--- src/rtl/mpc_pkg.sv ---
package mpc_pkg;
  localparam int PERM_W = 7;
  localparam int B_UX = 0;
  localparam int B_UW = 1;
  localparam int B_UR = 2;
  localparam int B_SX = 3;
  localparam int B_SW = 4;
  localparam int B_SR = 5;
  localparam int B_LOC = 6;

  typedef enum logic [1:0] {
    ACC_FETCH = 2'd0,
    ACC_LOAD  = 2'd1,
    ACC_STORE = 2'd2,
    ACC_NONE  = 2'd3
  } acc_kind_e;

  function automatic logic [5:0] need_bits(acc_kind_e kind, logic sup);
    logic [2:0] u;
    case (kind)
      ACC_FETCH: u = 3'b001;
      ACC_STORE: u = 3'b010;
      ACC_LOAD:  u = 3'b100;
      default:   u = 3'b000;
    endcase
    return sup ? {u, 3'b000} : {3'b000, u};
  endfunction
endpackage

--- src/rtl/mpc_page_decode.sv ---
module mpc_page_decode #(
  parameter int                ADDR_W      = 32,
  parameter logic [ADDR_W-1:0] REGION_BASE = 32'h00A0_0000,
  parameter logic [ADDR_W-1:0] REGION_SIZE = 32'h0008_0000,
  parameter int                PAGES       = 32,
  localparam int               PG_W        = $clog2(PAGES)
) (
  input  logic [ADDR_W-1:0] addr_i,
  output logic              hit_o,
  output logic [PG_W-1:0]   page_o
);
  localparam int SHIFT = $clog2(REGION_SIZE) - PG_W;

  logic [ADDR_W-1:0] offset;

  always_comb begin
    offset = addr_i - REGION_BASE;
    // offset compare also covers base+size wrapping the address space
    hit_o  = (addr_i >= REGION_BASE) && (offset < REGION_SIZE);
    page_o = offset[SHIFT +: PG_W];
  end
endmodule

--- src/rtl/mpc_perm_file.sv ---
module mpc_perm_file
  import mpc_pkg::*;
#(
  parameter int  PAGES      = 32,
  parameter int  IDX_W      = 6,
  parameter int  ENTRY_BASE = 16,
  localparam int PG_W       = $clog2(PAGES)
) (
  input  logic              clk_i,
  input  logic              rst_ni,
  input  logic              wr_en_i,
  input  logic [IDX_W-1:0]  wr_idx_i,
  input  logic [PERM_W-1:0] wr_data_i,
  input  logic [IDX_W-1:0]  rd_idx_i,
  output logic [PERM_W-1:0] rd_data_o,
  input  logic [PG_W-1:0]   page_i,
  output logic [PERM_W-1:0] page_perm_o
);
  logic [PERM_W-1:0] perm_q [PAGES];

  for (genvar p = 0; p < PAGES; p++) begin : g_entry
    always_ff @(posedge clk_i or negedge rst_ni) begin
      if (!rst_ni) begin
        perm_q[p] <= '1;
      end else if (wr_en_i && wr_idx_i == IDX_W'(ENTRY_BASE + p)) begin
        perm_q[p] <= wr_data_i;
      end
    end
  end

  logic [IDX_W-1:0] rd_off;
  logic             rd_hit;

  always_comb begin
    rd_off      = rd_idx_i - IDX_W'(ENTRY_BASE);
    rd_hit      = (rd_idx_i >= IDX_W'(ENTRY_BASE)) && (rd_off < IDX_W'(PAGES));
    rd_data_o   = rd_hit ? perm_q[rd_off[PG_W-1:0]] : '0;
    page_perm_o = perm_q[page_i];
  end
endmodule

--- src/rtl/mpc_fault_rec.sv ---
module mpc_fault_rec #(
  parameter int ADDR_W = 32
) (
  input  logic              clk_i,
  input  logic              rst_ni,
  input  logic              viol_i,
  input  logic [ADDR_W-1:0] addr_i,
  input  logic [5:0]        miss_i,
  input  logic              clr_i,
  output logic              valid_o,
  output logic [ADDR_W-1:0] addr_o,
  output logic [5:0]        miss_o,
  output logic              ovf_o
);
  always_ff @(posedge clk_i or negedge rst_ni) begin
    if (!rst_ni) begin
      valid_o <= 1'b0;
      addr_o  <= '0;
      miss_o  <= '0;
      ovf_o   <= 1'b0;
    end else begin
      if (clr_i) begin
        valid_o <= 1'b0;
        addr_o  <= '0;
        miss_o  <= '0;
        ovf_o   <= 1'b0;
      end
      if (viol_i) begin
        if (!valid_o || clr_i) begin
          valid_o <= 1'b1;
          addr_o  <= addr_i;
          miss_o  <= miss_i;
        end else begin
          ovf_o   <= 1'b1;
        end
      end
    end
  end
endmodule

--- src/rtl/mpc_page_guard.sv ---
module mpc_page_guard
  import mpc_pkg::*;
#(
  parameter int                ADDR_W      = 32,
  parameter logic [ADDR_W-1:0] REGION_BASE = 32'h00A0_0000,
  parameter logic [ADDR_W-1:0] REGION_SIZE = 32'h0008_0000,
  parameter int                PAGES       = 32,
  parameter int                IDX_SPACE   = 64,
  parameter int                ENTRY_BASE  = 16,
  localparam int               IDX_W       = $clog2(IDX_SPACE),
  localparam int               REG_AW      = IDX_W + 1,
  localparam int               PG_W        = $clog2(PAGES)
) (
  input  logic              clk_i,
  input  logic              rst_ni,
  input  logic              acc_valid_i,
  input  logic [ADDR_W-1:0] acc_addr_i,
  input  logic [1:0]        acc_kind_i,
  input  logic              acc_sup_i,
  output logic              fault_o,
  input  logic              reg_we_i,
  input  logic [REG_AW-1:0] reg_addr_i,
  input  logic [31:0]       reg_wdata_i,
  output logic [31:0]       reg_rdata_o
);
  localparam logic [REG_AW-1:0] IDX_FADDR = REG_AW'(IDX_SPACE);
  localparam logic [REG_AW-1:0] IDX_FSTAT = REG_AW'(IDX_SPACE + 1);

  logic              in_region;
  logic [PG_W-1:0]   page;
  logic [PERM_W-1:0] page_perm;
  logic [PERM_W-1:0] rd_perm;
  logic [5:0]        need, miss;
  logic              viol;
  logic              perm_we, clr_stat;
  logic              rec_valid, rec_ovf;
  logic [ADDR_W-1:0] rec_addr;
  logic [5:0]        rec_miss;

  mpc_page_decode #(
    .ADDR_W(ADDR_W), .REGION_BASE(REGION_BASE),
    .REGION_SIZE(REGION_SIZE), .PAGES(PAGES)
  ) u_dec (
    .addr_i(acc_addr_i), .hit_o(in_region), .page_o(page)
  );

  assign perm_we  = reg_we_i && !reg_addr_i[REG_AW-1];
  assign clr_stat = reg_we_i && (reg_addr_i == IDX_FSTAT) && reg_wdata_i[0];

  mpc_perm_file #(
    .PAGES(PAGES), .IDX_W(IDX_W), .ENTRY_BASE(ENTRY_BASE)
  ) u_perm (
    .clk_i, .rst_ni,
    .wr_en_i(perm_we), .wr_idx_i(reg_addr_i[IDX_W-1:0]),
    .wr_data_i(reg_wdata_i[PERM_W-1:0]),
    .rd_idx_i(reg_addr_i[IDX_W-1:0]), .rd_data_o(rd_perm),
    .page_i(page), .page_perm_o(page_perm)
  );

  always_comb begin
    need = need_bits(acc_kind_e'(acc_kind_i), acc_sup_i);
    miss = need & ~page_perm[5:0];
    viol = acc_valid_i && in_region && (|miss);
  end

  mpc_fault_rec #(.ADDR_W(ADDR_W)) u_rec (
    .clk_i, .rst_ni,
    .viol_i(viol), .addr_i(acc_addr_i), .miss_i(miss), .clr_i(clr_stat),
    .valid_o(rec_valid), .addr_o(rec_addr), .miss_o(rec_miss), .ovf_o(rec_ovf)
  );

  always_ff @(posedge clk_i or negedge rst_ni) begin
    if (!rst_ni) fault_o <= 1'b0;
    else         fault_o <= viol;
  end

  always_comb begin
    reg_rdata_o = '0;
    if (!reg_addr_i[REG_AW-1])       reg_rdata_o = 32'(rd_perm);
    else if (reg_addr_i == IDX_FADDR) reg_rdata_o = 32'(rec_addr);
    else if (reg_addr_i == IDX_FSTAT) reg_rdata_o = {15'd0, rec_ovf, 10'd0, rec_miss};
  end
endmodule

--- config.mk ---
export PLATFORM = sky130hd
export DESIGN_NAME = mpc_page_guard
export DESIGN_NICKNAME = d
export VERILOG_FILES = /design/src/rtl/mpc_pkg.sv /design/src/rtl/mpc_page_decode.sv /design/src/rtl/mpc_perm_file.sv /design/src/rtl/mpc_fault_rec.sv /design/src/rtl/mpc_page_guard.sv
export SDC_FILE = /design/constraint.sdc
export NUM_CORES = 1
export LEC_CHECK = 0
export BUFFER_PORTS_ARGS = -buffer_cell sky130_fd_sc_hd__buf_2
export CORE_MARGIN = 4
export CORE_UTILIZATION = 30
export CTS_CLUSTER_DIAMETER = 100
export DETAILED_ROUTE_END_ITERATION = 8
export GPL_TIMING_DRIVEN = 0
export RECOVER_POWER = 25
export SLEW_MARGIN = 30
export SYNTH_ARGS = -nofsm -noshare
export SYNTH_HDL_FRONTEND = slang
export SYNTH_HIERARCHICAL = 1
export SYNTH_SLANG_ARGS = --single-unit
--- constraint.sdc ---
create_clock -name clk_i -period 6.95 [get_ports clk_i]
set_clock_uncertainty 0.05 [all_clocks]
set_input_delay 1.0425 -clock clk_i [delete_from_list [all_inputs] [get_ports clk_i]]
set_output_delay 1.0425 -clock clk_i [all_outputs]
set_load 0.05 [all_outputs]
==> summary.txt <==
Clock network
  – Clk sinks: approximately 270
  – Worst-Skew Late Latency: roughly 0.60 ns
  – Num CTS Buffers: 31
  – PostCTS Resize Cnt: 0
  – CTS Root Cell: clkbuf_16
  – Clock slew at the register clock pins of the worst setup and hold paths: approximately 0.060 ns
  – Clock tree buffer depth: 3
  – TritonCTS clock tree: done
  – Cts hold-fix bufs: 0
  – Postcts setup bufs: 0
  – H-tree levels: 1

Job
  – Max-Cap Viols: 1

Place
  – GPL Wtd Cong: 1.02
  – Post-DP HPWL: 36500 µm
  – DP Cell Count: between 2000 and 2500
  – IO buf count: about 80

Final layout
  – Most frequent cells in the layout: mux2_2, dfstp_2, mux2i_1
  – Fillers: a little under 5000
  – Layout cells sized above 1: 0.496
  – Finished Layout Cells: around 2100
  – P&R area growth vs syn: 15.4%
  – Nets@finish: roughly 1500

Worst hold path
  – Hold Path Sink: u_rec/ovf_o
  – Hold Path Class: reg -> reg
  – Worst Hold Launch: u_rec/ovf_o
  – Hold path depth: 2

Synth
  – Mean Syn Cell Area: around 12 µm²
  – Synthesized area: between 15000 and 20000 µm²
  – Synth warnings: 6
  – Post-Syn Instances: approximately 1300
  – Syn_nets: 1337

Setup path
  – FF-to-FF path depth: 11
  – Flop-to-flop setup slack: approximately 3.6 ns
  – Crit Path Max Fanout: 10
  – Startpoint Class: input pin
  – CP arrival: between 3 and 4 ns
  – Worst reg2reg path startpoint: u_perm/perm_q[8]
  – Setup CP Type: in -> out
  – Critical path endpoint category: primary output
  – Worst path required time: between 5 and 6 ns
  – R2R Path End: u_rec/addr_o[29]

Drt
  – Residual DRC: 0
  – Wirelength, routed: around 50000 µm
  – Vias: about 11000
  – Vias/cell: ~5.4
  – DR iter-0 viols: 925
  – Average wire per standard cell: between 20 and 25 µm
  – First-pass iteration count of the detailed router: 7
  – Post-DRT Antenna Nets: 0

Timing
  – RSZ-0062 raised after global routing: false
  – Fin crit share: 0.660
  – Actual slew at the worst max-slew pin: about 2.9 ns
  – Hold Fails Final Rpt: 0
  – Fmax achieved: about 220 MHz
  – Slew Limit Fails: 46
  – Final setup violation count: 0
  – Final TNS setup: 0 ns
  – Final worst path period need: 4.59 ns
  – Max_slew headroom: -0.908

Outcome
  – Failing checks: max-capacitance violations, max-slew violations
  – Status: finished with violations

Power
  – Switching portion of total power: 0.264
  – NetSw: approximately 0.0011 W
  – Pwr Density: around 230 nW/µm²
  – Comb pwr share: 0.138
  – P_leak: about 7.4 nW
  – Reg power frac: 0.461
  – Clock share of power: 0.401
  – Internal: around 0.0030 W
  – Worst vdd ir: roughly 0.00017 V

Die
  – Die width: 232 µm
  – Initial core utilization: 0.306
  – Rows: just over 80
  – Die H: 232 µm
  – Area of the core: just under 50000 µm²
  – IO Pins: between 100 and 150
  – Die area: around 54000 µm²

Global routing
  – Grt ovf: 0
  – Tot GR Track Use: 0.181
  – Largest net degree at the start of global routing: a little under 80
  – Vias in the first global route: roughly 11000
  – Initial antenna violation count: 1
  – Global-route wire length before repair: 74300 µm
==> worst max-delay path: stages <==
cell and delay [ns]:
buf_2 0.16, buf_2 0.24, nor2b_1 0.34, clkbuf_1 0.59
a22oi_1 0.18, nand3_1 0.17, nand4_1 0.30, o2bb2ai_1 0.23
buf_2 0.23
==> how the worst max path moves through the flow <==
stage / startpoint / end / slack, ns
after CTS: reg_addr_i[1] / reg_rdata_o[1] / 2.37
after floorplan: reg_addr_i[0] / reg_rdata_o[2] / 3.36
after detailed placement: acc_addr_i[14] / u_rec/addr_o[20] / 2.00
after global placement: rst_ni / u_rec/miss_o[5] / 0.11
final: reg_addr_i[1] / reg_rdata_o[1] / 2.36
after global routing: reg_addr_i[1] / reg_rdata_o[5] / 2.28
==> registers in the layout, summed over array words and instances (netlist names) <==
signal         flops
u_rec/valid_o      1
u_rec/miss_o       6
u_rec/ovf_o        1
u_perm/perm_q    224
u_rec/addr_o      32
fault_o            1
==> power groups by stage <==
stage | Combinational (W) | Clock (W) | Sequential (W)
3_3_place_gp | 0.000533 | 0 | 0.00187
3_5_place_dp | 0.000550 | 0 | 0.00187
4_1_cts | 0.000552 | 0.00166 | 0.00185
6_report | 0.000556 | 0.00161 | 0.00186
5_1_grt | 0.000598 | 0.00173 | 0.00187
2_1_floorplan | 0.000367 | 0 | 0.00183
==> cell type report <==
type                    count  area [µm²]  area share
plain buffers             101         543      0.0312
diodes                      1        2.50    0.000144
inverters                  41         154     0.00884
clock buffers              45         858      0.0493
clock inverters            12         145     0.00834
repair buffers             84         487      0.0280
multi-input cells         851        7480       0.430
well taps                 664         831      0.0477
flip-flops and latches    265        6910       0.397
==> per-stage QoR <==
step	power, W	utilization	setup WS [ns]	hold slack, ns	area (µm²)
3_5_place_dp	0.00242	0.333	2.00	0.456	16400
2_1_floorplan	0.00220	-	3.36	0.412	15100
6_report	0.00402	0.353	2.36	0.470	17400
4_1_cts	0.00406	0.353	2.37	0.327	17400
5_1_grt	0.00420	0.353	2.28	0.519	17400
3_3_place_gp	0.00240	0.331	0.114	0.443	16300
==> routing by layer <==
layer / up-vias / track usage / wire, µm
met1: 5660 / 0.245 / 21100
li1: 4849 / - / -
met3: 114 / 0.0264 / 3470
met2: 435 / 0.288 / 23100
met4: 0 / 0.0786 / 2230
met5: - / 0 / 0
No activity file was read; power rests on OpenSTA's default activity.
